===== config.mk =====
export PLATFORM = sky130hd
export DESIGN_NAME = segwin_decoder
export DESIGN_NICKNAME = d
export VERILOG_FILES = /design/src/rtl/segwin_pkg.sv /design/src/rtl/segwin_update_chk.sv /design/src/rtl/segwin_addr_decode.sv /design/src/rtl/segwin_decoder.sv
export SDC_FILE = /design/constraint.sdc
export NUM_CORES = 1
export LEC_CHECK = 0
export BUFFER_PORTS_ARGS = -buffer_cell sky130_fd_sc_hd__buf_2
export CAP_MARGIN = 20
export CORE_ASPECT_RATIO = 0.75
export CORE_MARGIN = 3
export CORE_UTILIZATION = 45
export DETAILED_ROUTE_END_ITERATION = 12
export PLACE_DENSITY = 0.76
export SYNTH_ARGS = -nofsm -noshare
export SYNTH_HDL_FRONTEND = slang
export SYNTH_SLANG_ARGS = --single-unit

===== constraint.sdc =====
create_clock -name clk -period 6.8 [get_ports clk]
set_input_delay 1.02 -clock clk [delete_from_list [all_inputs] [get_ports clk]]
set_output_delay 1.02 -clock clk [all_outputs]
set_load 0.05 [all_outputs]

===== src/rtl/segwin_pkg.sv =====
package segwin_pkg;
  // Window boundaries are counted in 8 MB units.
  localparam int unsigned UNIT_LSB = 23;
  localparam int unsigned FIELD_W  = 8;

  typedef struct packed {
    logic [FIELD_W-1:0] end_u;
    logic [FIELD_W-1:0] start_u;
  } seg_t;
endpackage


===== src/rtl/segwin_update_chk.sv =====
module segwin_update_chk
  import segwin_pkg::*;
#(
  parameter int unsigned NUM_CS = 5,
  parameter int unsigned IDX_W  = 3,
  parameter logic [7:0]  BASE_U = 8'h40,
  parameter logic [7:0]  WIN_U  = 8'h20
) (
  input  logic [IDX_W-1:0]        idx,
  input  seg_t                    wr_seg,
  input  seg_t [NUM_CS-1:0]       segs,
  output seg_t                    new_seg,
  output logic                    unchanged,
  output logic                    fixed,
  output logic                    reject,
  output logic                    misalign,
  output logic                    overlap
);
  logic [FIELD_W-1:0] size_u;
  logic               bad_range;
  logic               bad_size;

  assign unchanged = (wr_seg == segs[idx]);

  // CS0 start is pinned to the base of the overall window.
  always_comb begin
    new_seg = wr_seg;
    fixed   = 1'b0;
    if (idx == '0 && wr_seg.start_u != BASE_U) begin
      new_seg.start_u = BASE_U;
      fixed           = 1'b1;
    end
  end

  assign size_u    = new_seg.end_u - new_seg.start_u;
  assign bad_range = ({1'b0, new_seg.end_u} <= {1'b0, BASE_U}) ||
                     ({1'b0, new_seg.start_u} > ({1'b0, BASE_U} + {1'b0, WIN_U}));
  assign bad_size  = (new_seg.end_u <= new_seg.start_u) || ($countones(size_u) != 1);
  assign reject    = bad_range || bad_size;
  assign misalign  = |(new_seg.start_u & (size_u - 8'd1));

  always_comb begin
    overlap = 1'b0;
    for (int i = 0; i < NUM_CS; i++) begin
      if (i != int'(idx) &&
          new_seg.end_u > segs[i].start_u &&
          new_seg.start_u < segs[i].end_u)
        overlap = 1'b1;
    end
  end
endmodule


===== src/rtl/segwin_addr_decode.sv =====
module segwin_addr_decode
  import segwin_pkg::*;
#(
  parameter int unsigned NUM_CS = 5,
  parameter int unsigned ADDR_W = 32
) (
  input  logic [ADDR_W-1:0]  addr,
  input  seg_t [NUM_CS-1:0]  segs,
  output logic [NUM_CS-1:0]  sel,
  output logic [ADDR_W-1:0]  offset,
  output logic               unmapped
);
  localparam int unsigned UW = ADDR_W - UNIT_LSB;

  logic [UW-1:0]     unit;
  logic [NUM_CS-1:0] hit;
  logic              found;

  assign unit = addr[ADDR_W-1:UNIT_LSB];

  for (genvar g = 0; g < NUM_CS; g++) begin : g_hit
    assign hit[g] = (unit >= UW'(segs[g].start_u)) && (unit < UW'(segs[g].end_u));
  end

  // Lowest-numbered matching chip select takes the access.
  always_comb begin
    sel    = '0;
    offset = '0;
    found  = 1'b0;
    for (int i = 0; i < NUM_CS; i++) begin
      if (!found && hit[i]) begin
        found  = 1'b1;
        sel[i] = 1'b1;
        offset = addr - (ADDR_W'(segs[i].start_u) << UNIT_LSB);
      end
    end
  end

  assign unmapped = !found;
endmodule


===== src/rtl/segwin_decoder.sv =====
module segwin_decoder
  import segwin_pkg::*;
#(
  parameter int unsigned NUM_CS = 5,
  parameter int unsigned ADDR_W = 32,
  parameter logic [7:0]  BASE_U = 8'h40,
  parameter logic [7:0]  WIN_U  = 8'h20,
  parameter int unsigned CS0_U  = 8,
  parameter int unsigned CSN_U  = 4,
  localparam int unsigned IDX_W = (NUM_CS > 1) ? $clog2(NUM_CS) : 1
) (
  input  logic              clk,
  input  logic              rst_n,
  input  logic              cfg_wr_en,
  input  logic [IDX_W-1:0]  cfg_wr_idx,
  input  logic [15:0]       cfg_wr_seg,
  input  logic [IDX_W-1:0]  cfg_rd_idx,
  output logic [31:0]       cfg_rd_data,
  input  logic [ADDR_W-1:0] bus_addr,
  output logic [NUM_CS-1:0] bus_cs_sel,
  output logic [ADDR_W-1:0] bus_offset,
  output logic              bus_unmapped,
  input  logic [IDX_W-1:0]  acc_cs,
  input  logic [ADDR_W-1:0] acc_off,
  output logic [ADDR_W-1:0] acc_off_eff,
  output logic              acc_wrapped,
  output logic              upd_fixed,
  output logic              upd_reject,
  output logic              upd_misalign,
  output logic              upd_overlap
);
  function automatic seg_t dflt(input int i);
    int s;
    int n;
    s = (i == 0) ? int'(BASE_U) : int'(BASE_U) + int'(CS0_U) + (i - 1) * int'(CSN_U);
    n = (i == 0) ? int'(CS0_U) : int'(CSN_U);
    dflt.start_u = 8'(s);
    dflt.end_u   = 8'(s + n);
  endfunction

  seg_t [NUM_CS-1:0] seg_q;
  seg_t              seg_new;
  logic              wr_ok;
  logic [IDX_W-1:0]  wr_idx;
  logic              chk_unch, chk_fix, chk_rej, chk_mis, chk_ovl;
  logic              seg_we;
  logic              fix_d, rej_d, mis_d, ovl_d;

  assign wr_ok  = cfg_wr_idx < IDX_W'(NUM_CS);
  assign wr_idx = wr_ok ? cfg_wr_idx : '0;

  segwin_update_chk #(
    .NUM_CS(NUM_CS), .IDX_W(IDX_W), .BASE_U(BASE_U), .WIN_U(WIN_U)
  ) u_chk (
    .idx(wr_idx), .wr_seg(seg_t'(cfg_wr_seg)), .segs(seg_q),
    .new_seg(seg_new), .unchanged(chk_unch), .fixed(chk_fix),
    .reject(chk_rej), .misalign(chk_mis), .overlap(chk_ovl)
  );

  // Next-state for update strobe and flags.
  always_comb begin
    seg_we = 1'b0;
    fix_d  = 1'b0;
    rej_d  = 1'b0;
    mis_d  = 1'b0;
    ovl_d  = 1'b0;
    if (cfg_wr_en && wr_ok && !chk_unch) begin
      fix_d = chk_fix;
      if (chk_rej) begin
        rej_d = 1'b1;
      end else begin
        seg_we = 1'b1;
        mis_d  = chk_mis;
        ovl_d  = chk_ovl;
      end
    end
  end

  always_ff @(posedge clk or negedge rst_n) begin
    if (!rst_n) begin
      for (int i = 0; i < NUM_CS; i++) seg_q[i] <= dflt(i);
      upd_fixed    <= 1'b0;
      upd_reject   <= 1'b0;
      upd_misalign <= 1'b0;
      upd_overlap  <= 1'b0;
    end else begin
      if (seg_we) seg_q[wr_idx] <= seg_new;
      upd_fixed    <= fix_d;
      upd_reject   <= rej_d;
      upd_misalign <= mis_d;
      upd_overlap  <= ovl_d;
    end
  end

  assign cfg_rd_data = (cfg_rd_idx < IDX_W'(NUM_CS)) ? {seg_q[cfg_rd_idx], 16'h0000} : 32'h0;

  segwin_addr_decode #(.NUM_CS(NUM_CS), .ADDR_W(ADDR_W)) u_dec (
    .addr(bus_addr), .segs(seg_q), .sel(bus_cs_sel),
    .offset(bus_offset), .unmapped(bus_unmapped)
  );

  // Chip-select-relative access folded into the window size (power of two).
  seg_t              acc_seg;
  logic              acc_ok;
  logic [7:0]        acc_size;
  logic [ADDR_W-1:0] acc_mask;

  assign acc_ok      = acc_cs < IDX_W'(NUM_CS);
  assign acc_seg     = acc_ok ? seg_q[acc_cs] : '0;
  assign acc_size    = acc_seg.end_u - acc_seg.start_u;
  assign acc_mask    = (ADDR_W'(acc_size) << UNIT_LSB) - ADDR_W'(1);
  assign acc_off_eff = acc_ok ? (acc_off & acc_mask) : '0;
  assign acc_wrapped = acc_ok && |(acc_off & ~acc_mask);

  // Checks beside the logic they guard.
  assert_cs0_start_locked_R4: assert property (@(posedge clk) disable iff (!rst_n)
    seg_q[0].start_u == BASE_U);

  assert_reject_keeps_value_R5: assert property (@(posedge clk) disable iff (!rst_n)
    upd_reject |-> $stable(seg_q));

  assert_same_write_noop_R3: assert property (@(posedge clk) disable iff (!rst_n)
    (cfg_wr_en && wr_ok && cfg_wr_seg == seg_q[wr_idx]) |=>
      (!upd_fixed && !upd_reject && !upd_misalign && !upd_overlap && $stable(seg_q)));

  assert_reject_no_warn_R7: assert property (@(posedge clk) disable iff (!rst_n)
    upd_reject |-> (!upd_misalign && !upd_overlap));

  assert_sel_onehot_R9: assert property (@(posedge clk) disable iff (!rst_n)
    $onehot0(bus_cs_sel));

  assert_unmapped_quiet_R10: assert property (@(posedge clk) disable iff (!rst_n)
    bus_unmapped |-> (bus_cs_sel == '0 && bus_offset == '0));

  assert_nowrap_passthru_R11: assert property (@(posedge clk) disable iff (!rst_n)
    (acc_ok && !acc_wrapped) |-> acc_off_eff == acc_off);
endmodule


==> metrics, run 1 <==
FF-to-FF path depth 10; number of H-tree levels 3; synthesized cell area 11800 um^2; P per Cell Area 319 nW/um^2; max frequency 0.156 GHz; area of the core 25400 um^2; global-route wire length before repair 70.7 mm; antenna-violating nets left 0; area used by sequential logic in the layout 2130 um^2; arrival time of the worst setup path 6.71 ns; type of the most critical hold path input pin to asynchronous set/reset pin; Initial Utilization 46.6%; detailed-route via count 12005; drt pass-1 iters 7; final weighted congestion in routability-driven placement 1.05; drt drc 0; Most used DFF post-synth sky130_fd_sc_hd__dfrtp_1; worst hold slack 0.524 ns; clock sink total 84; die outline height 146 um; fraction of final layout cells with drive strength greater than 1 24.6%; Placed Instances 1874; Fin. Hold Viols 0; ANT cells 0; HPWL after detailed placement 37.7 mm; pin slew with the least headroom to its limit 1.19 ns; sequential element share of the synthesized area 18.0%; EDFF count, synth 0; global-route total usage across every layer 33.3%; setup slack, reg-to-reg 3.55 ns; Fillers 2384; Crit Path Category input pin to flip-flop; clock period minus worst slack 6.43 ns; Clock Tree Root sky130_fd_sc_hd__clkbuf_16; Longest Clk Path Bufs 2; 1st-iter DRT viols 1498; vias in the first global route 11495; number of vias per cell 6.35; count of pins over their slew limit 0; global-route congestion overflow total 0; startpoint class of the critical path input pin; result of the run finished clean; setup slack after layout 0.373 ns; footprint of the multi-input gates 9020 um^2; number of placement rows 50; CTS Hold Bufs 0; number of instances in the synthesized netlist 1352; Warnings, synthesis 0; clock tree from TritonCTS done; setup slack after placement -0.145 ns; die area 28300 um^2; reg-to-reg endpoint seg_q[54]; FF+latch count, synth 84; Crit. End Element flip-flop; Clk Latency, worst-skew pair 0.36 ns; final clock skew 0.00999 ns; P&R area growth vs syn 15.9%; Die X 193 um; max-cap viol count 0; maximum number of pins on one net before global-route repair 66; final worst path period share 94.5%; Routed WL 47.9 mm; Setup violations, final 0; IO buf count 182; setup repair after global routing missed its margin false; average routed wire per standard cell 25.3 um; Synth async-reset ratio 100%; maximum vdd drop 0.000227 V; leakage dissipation 0.00667 uW; number of buffers created by CTS 9; Post-Layout Cell Count 1890; r2r startpoint seg_q[58]; top fanout value on the critical path 7; # nets final 1829; io pins 199; count of cell types in the netlist 82; Tot Pwr 4370 uW; Post CTS Setup Buffer Count 0; initial antenna violation count 1; average instance area after synthesis 8.75 um^2; required time of the critical path 7.08 ns; tightest slew margin relative to the limit 19.8%; clock slew at the register clock pins of the worst setup and hold paths 0.07 ns
==> synthesized netlist by cell type, drive strengths merged, types with 7 or more instances <==
master     n  area share (%)
inv      119             3.8
a211oi    11            0.70
nor3      20            0.89
a22oi     11            0.70
nor2b     54             2.9
and2      31             1.6
a21o      15            0.95
nor4      12            0.94
fa        11             1.9
xnor2     46             3.4
mux2      52             5.0
o22ai     23             1.2
nand3     14            0.59
nand2     54             1.7
buf       35             2.2
ha       179              19
o2111ai    7            0.52
o211ai    13            0.83
a2111oi    7            0.68
o31a       7            0.52
nand4     32             2.0
o21a      27             1.7
mux4      14             2.7
dfrtp     60              13
a21oi     82             3.5
mux2i     70             5.9
nor2      83             2.7
dfstp     24             5.3
nand2b    18            0.95
xor2      18             1.3
clkbuf    33             1.0
a32oi      9            0.67
a22o       7            0.52
o21ai     67             2.8
o221ai    16             1.3
==> stage by stage <==
stage	area, um^2	setup TNS, ns	utilization, %
final	13700	0	53.9
after global routing	13700	0	53.9
after detailed placement	13400	-1.13	52.7
after floorplan	12000	0	-
after CTS	13700	0	53.9
after global placement	13400	-0.00689	52.7
==> cell families (layout without fill, tap and decap cells) <==
logic type | after synthesis | in the layout | synth area share, %
other | 1 | 16 | 0.0317
buffers and inverters | 187 | 372 | 7.04
flip-flops | 84 | 84 | 18.0
XOR/XNOR | 64 | 64 | 4.74
AND/OR/NAND/NOR | 348 | 348 | 16.2
AO/OA/AOI/OAI | 342 | 342 | 19.5
adder cells (fa/ha/maj) | 190 | 190 | 20.8
multiplexers | 136 | 136 | 13.6
==> state kept, by name, indices dropped and copies added (netlist names) <==
name / flops
seg_q: 80
upd_fixed: 1
upd_misalign: 1
upd_overlap: 1
upd_reject: 1
==> critical path, cell delays in order <==
cell and delay (ns):
sky130_fd_sc_hd__buf_2 0.12, sky130_fd_sc_hd__or3_1 0.42, sky130_fd_sc_hd__and2_4 0.20, sky130_fd_sc_hd__nand2_8 0.07
sky130_fd_sc_hd__ha_4 0.19, sky130_fd_sc_hd__nor2b_4 0.12, sky130_fd_sc_hd__o31a_1 0.29, sky130_fd_sc_hd__o31a_1 0.31
sky130_fd_sc_hd__o22ai_1 0.15, sky130_fd_sc_hd__xnor2_1 0.17, sky130_fd_sc_hd__ha_2 0.22, sky130_fd_sc_hd__inv_2 0.04
sky130_fd_sc_hd__fa_1 0.52, sky130_fd_sc_hd__inv_1 0.05, sky130_fd_sc_hd__fa_1 0.44, sky130_fd_sc_hd__ha_2 0.19
sky130_fd_sc_hd__fa_1 0.46, sky130_fd_sc_hd__nor4b_2 0.29, sky130_fd_sc_hd__o21ai_1 0.09, sky130_fd_sc_hd__nor2_1 0.09
sky130_fd_sc_hd__nand3_1 0.12, sky130_fd_sc_hd__nor3_4 0.19, sky130_fd_sc_hd__nand4_1 0.13, sky130_fd_sc_hd__nor2b_2 0.20
sky130_fd_sc_hd__buf_4 0.16, sky130_fd_sc_hd__buf_4 0.18, sky130_fd_sc_hd__mux2i_2 0.26
==> report_power, final <==
part | switching (uW) | internal, uW
Clock | 247 | 258
Sequential | 338 | 695
Combinational | 1750 | 1080
Total | 2340 | 2030
==> worst max-delay path by stage <==
stage | end | slack [ns] | start
2_1_floorplan | seg_q[61] | 0.001 | cfg_wr_idx[0]
3_3_place_gp | seg_q[57] | -0.004 | cfg_wr_idx[0]
3_5_place_dp | seg_q[54] | -0.15 | cfg_wr_idx[0]
4_1_cts | seg_q[54] | 0.22 | cfg_wr_idx[0]
5_1_grt | seg_q[54] | 0.06 | cfg_wr_idx[0]
6_report | seg_q[54] | 0.37 | cfg_wr_idx[0]
==> routing by layer <==
layer	vias up	track usage, %	share of wire [%]
met5	-	0	0.027
met4	2	9.29	2.9
met3	117	15.2	16
met2	769	46.1	40
met1	5786	46.4	41
li1	5331	-	-
==> layout by cell type (no fill, tap or decap), drive strengths merged, types with 11 or more instances in the layout <==
| cell | synthesis | routed |
|---|---|---|
| a211oi | 11 | 11 |
| a21o | 15 | 15 |
| a21oi | 82 | 82 |
| a22oi | 11 | 11 |
| and2 | 31 | 31 |
| buf | 35 | 237 |
| conb | 1 | 16 |
| dfrtp | 60 | 60 |
| dfstp | 24 | 24 |
| fa | 11 | 11 |
| ha | 179 | 179 |
| inv | 119 | 123 |
| mux2 | 52 | 52 |
| mux2i | 70 | 70 |
| mux4 | 14 | 14 |
| nand2 | 54 | 54 |
| nand2b | 18 | 18 |
| nand3 | 14 | 14 |
| nand4 | 32 | 32 |
| nor2 | 83 | 83 |
| nor2b | 54 | 54 |
| nor3 | 20 | 20 |
| nor4 | 12 | 12 |
| o211ai | 13 | 13 |
| o21a | 27 | 27 |
| o21ai | 67 | 67 |
| o221ai | 16 | 16 |
| o22ai | 23 | 23 |
| xnor2 | 46 | 46 |
| xor2 | 18 | 18 |
==> repair_timing <==
action                                  CTS  global route
endpoints found under the hold margin     0             0
endpoints found under the setup margin    0            64
resized for setup                         0             7
==> area by class of cell <==
class | instances | area share (%)
clock buffer | 9 | 1.64
sequential | 84 | 15.6
clock inverter | 7 | 0.502
multi-input combinational | 1096 | 65.8
tap | 338 | 3.09
timing repair buffer | 237 | 10.1
inverter | 119 | 3.26
No activity file was read; power rests on OpenSTA's default activity.
==> run 2: changes to the inputs <==
--- a/config.mk
+++ b/config.mk
@@ -5,13 +5,13 @@
 export SDC_FILE = /design/constraint.sdc
 export NUM_CORES = 1
 export LEC_CHECK = 0
-export BUFFER_PORTS_ARGS = -buffer_cell sky130_fd_sc_hd__buf_2
+export BUFFER_PORTS_ARGS = -buffer_cell sky130_fd_sc_hd__buf_4
 export CAP_MARGIN = 20
 export CORE_ASPECT_RATIO = 0.75
 export CORE_MARGIN = 3
 export CORE_UTILIZATION = 45
 export DETAILED_ROUTE_END_ITERATION = 12
-export PLACE_DENSITY = 0.76
+export PLACE_DENSITY = 0.68
 export SYNTH_ARGS = -nofsm -noshare
 export SYNTH_HDL_FRONTEND = slang
 export SYNTH_SLANG_ARGS = --single-unit
==> metrics, run 2 (synthesis gave the netlist of run 1 again) <==
result of the run finished clean (unchanged); maximum vdd drop 0.000196 V (was 0.000227 V); Met2 Wirelength 18.4 mm (was 19.4 mm); drt pass-1 iters 5 (was 7); clock period minus worst slack 6.45 ns (was 6.43 ns); total of cells resized after clock tree synthesis 0 (unchanged); type of the most critical hold path input pin to asynchronous set/reset pin (unchanged); most common cell after layout, fill and taps aside sky130_fd_sc_hd__buf_4 (was sky130_fd_sc_hd__buf_2); clock sink total 84 (unchanged); 1st-iter DRT viols 1374 (was 1498); Crit. End Element flip-flop (unchanged); top sig layer met4 (was met5); final core utilization 55.3% (was 53.9%); die outline height 146 um (unchanged); max-cap viol count 0 (unchanged); setup slack after placement -0.169 ns (was -0.145 ns); startpoint class of the critical path input pin (unchanged); max frequency 0.155 GHz (was 0.156 GHz); ANT cells 0 (unchanged); amount of wire on met3 after detailed routing 5.87 mm (was 7.45 mm); final worst path period share 94.8% (was 94.5%); pin slew with the least headroom to its limit 0.983 ns (was 1.19 ns); leading cell types in the layout, fill and taps excluded sky130_fd_sc_hd__buf_4, sky130_fd_sc_hd__ha_1, sky130_fd_sc_hd__inv_1 (was sky130_fd_sc_hd__buf_2, sky130_fd_sc_hd__ha_1, sky130_fd_sc_hd__inv_1); io pins 199 (unchanged); required time of the critical path 7.07 ns (was 7.08 ns); # nets final 1813 (was 1829); initial antenna violation count 0 (was 1); vias in the first global route 11436 (was 11495); die area 28300 um^2 (unchanged); Post CTS Setup Buffer Count 0 (unchanged); number of buffers created by CTS 9 (unchanged); Routed WL 45.8 mm (was 47.9 mm); footprint of the multi-input gates 9020 um^2 (about the same); global-route total usage across every layer 31.8% (was 33.3%); detailed-route via count 11797 (was 12005); Clock Tree Root sky130_fd_sc_hd__clkbuf_16 (unchanged); clock tree from TritonCTS done (unchanged); Initial Utilization 46.6% (unchanged); HPWL after detailed placement 36.7 mm (was 37.7 mm); P&R area growth vs syn 18.7% (was 15.9%); maximum number of pins on one net before global-route repair 85 (was 66); average routed wire per standard cell 24.4 um (was 25.3 um); arrival time of the worst setup path 6.71 ns (about the same); area used by sequential logic in the layout 2130 um^2 (unchanged); max reg flops 80 (unchanged); final weighted congestion in routability-driven placement 1.03 (was 1.05); final clock skew 0.00859 ns (was 0.00999 ns); area of the core 25400 um^2 (unchanged); routed metal-1 wire length 20.2 mm (was 19.7 mm); number of H-tree levels 3 (unchanged); Crit Path Category input pin to flip-flop (unchanged); fraction of final layout cells with drive strength greater than 1 23.7% (was 24.6%); Longest Clk Path Bufs 2 (unchanged); leakage dissipation 0.00669 uW (was 0.00667 uW); CTS Hold Bufs 0 (unchanged); number of vias per cell 6.30 (was 6.35); Die X 193 um (unchanged); count of pins over their slew limit 0 (unchanged); clock slew at the register clock pins of the worst setup and hold paths 0.07 ns (about the same); global-route congestion overflow total 0 (unchanged); Setup violations, final 0 (unchanged); Fin. Hold Viols 0 (unchanged); Fillers 2334 (was 2384); Clk Latency, worst-skew pair 0.34 ns (was 0.36 ns); register bank with the most flops seg_q (unchanged); antenna-violating nets left 0 (unchanged); IO buf count 182 (unchanged); global-route wire length before repair 69.0 mm (was 70.7 mm); setup slack after layout 0.354 ns (was 0.373 ns); setup repair after global routing missed its margin false (unchanged); number of placement rows 50 (unchanged); drt drc 0 (unchanged); total negative setup slack 0 ns (unchanged); top fanout value on the critical path 7 (unchanged); P per Cell Area 317 nW/um^2 (was 319 nW/um^2); worst hold slack 0.518 ns (was 0.524 ns); tightest slew margin relative to the limit 34.3% (was 19.8%)
## run 2: through the flow
step	instance area, um^2	cells	power, uW
3_5_place_dp	13700	1857	3830
3_3_place_gp	13700	1857	3760
2_1_floorplan	12000	1367	2890
6_report	14000	1874	4450
4_1_cts	14000	1873	4340
5_1_grt	14000	1874	4720
## run 2: layout make-up
class | count | area share, %
Multi-Input combinational cell | 1096 | 64.2
Sequential cell | 84 | 15.2
Timing Repair Buffer | 221 | 12.2
Inverter | 119 | 3.18
Tap cell | 338 | 3.01
Clock buffer | 10 | 1.63
Clock inverter | 6 | 0.508
## run 2: worst max-delay path, cell delays in order
cell and delay (ns):
sky130_fd_sc_hd__buf_4 0.12, sky130_fd_sc_hd__or3_1 0.38, sky130_fd_sc_hd__and2_4 0.18, sky130_fd_sc_hd__nand2_8 0.07, sky130_fd_sc_hd__ha_4 0.19, sky130_fd_sc_hd__nor2b_4 0.12, sky130_fd_sc_hd__o31a_1 0.29, sky130_fd_sc_hd__o31a_1 0.32
sky130_fd_sc_hd__o22ai_2 0.12, sky130_fd_sc_hd__xnor2_1 0.18, sky130_fd_sc_hd__ha_2 0.23, sky130_fd_sc_hd__inv_2 0.04, sky130_fd_sc_hd__fa_1 0.52, sky130_fd_sc_hd__inv_1 0.05, sky130_fd_sc_hd__fa_1 0.44, sky130_fd_sc_hd__ha_2 0.19
sky130_fd_sc_hd__fa_1 0.47, sky130_fd_sc_hd__nor4b_2 0.30, sky130_fd_sc_hd__o21ai_1 0.11, sky130_fd_sc_hd__nor2_1 0.11, sky130_fd_sc_hd__nand3_1 0.13, sky130_fd_sc_hd__nor3_4 0.20, sky130_fd_sc_hd__nand4_1 0.13, sky130_fd_sc_hd__nor2b_2 0.25
sky130_fd_sc_hd__buf_4 0.16, sky130_fd_sc_hd__buf_4 0.17, sky130_fd_sc_hd__mux2i_1 0.21
## run 2: worst paths after layout
| path | start | to | slack, ns | cells after the start |
|---|---|---|---|---|
| min reg2reg | seg_q[35] | seg_q[35] | 0.61 | 2 |
| max | cfg_wr_idx[0] | seg_q[52] | 0.35 | 27 |
| min in group clk | seg_q[35] | seg_q[35] | 0.61 | 2 |
| max in group asynchronous | rst_n | seg_q[62] | 5.64 | 2 |
| min | rst_n | seg_q[65] | 0.52 | 1 |
| max reg2reg | seg_q[57] | seg_q[73] | 4.03 | 9 |
## run 2: routing by layer
layer | vias up | global-route usage [%]
li1 | 5310 | -
met1 | 5731 | 47.2
met2 | 665 | 43.6
met3 | 91 | 10.0
met4 | 0 | 9.72
met5 | - | 0
## run 2: where the power goes
group	total, uW	internal [uW]	switching [uW]
Sequential	1090	696	392
Clock	502	288	214
Combinational	2860	1150	1710
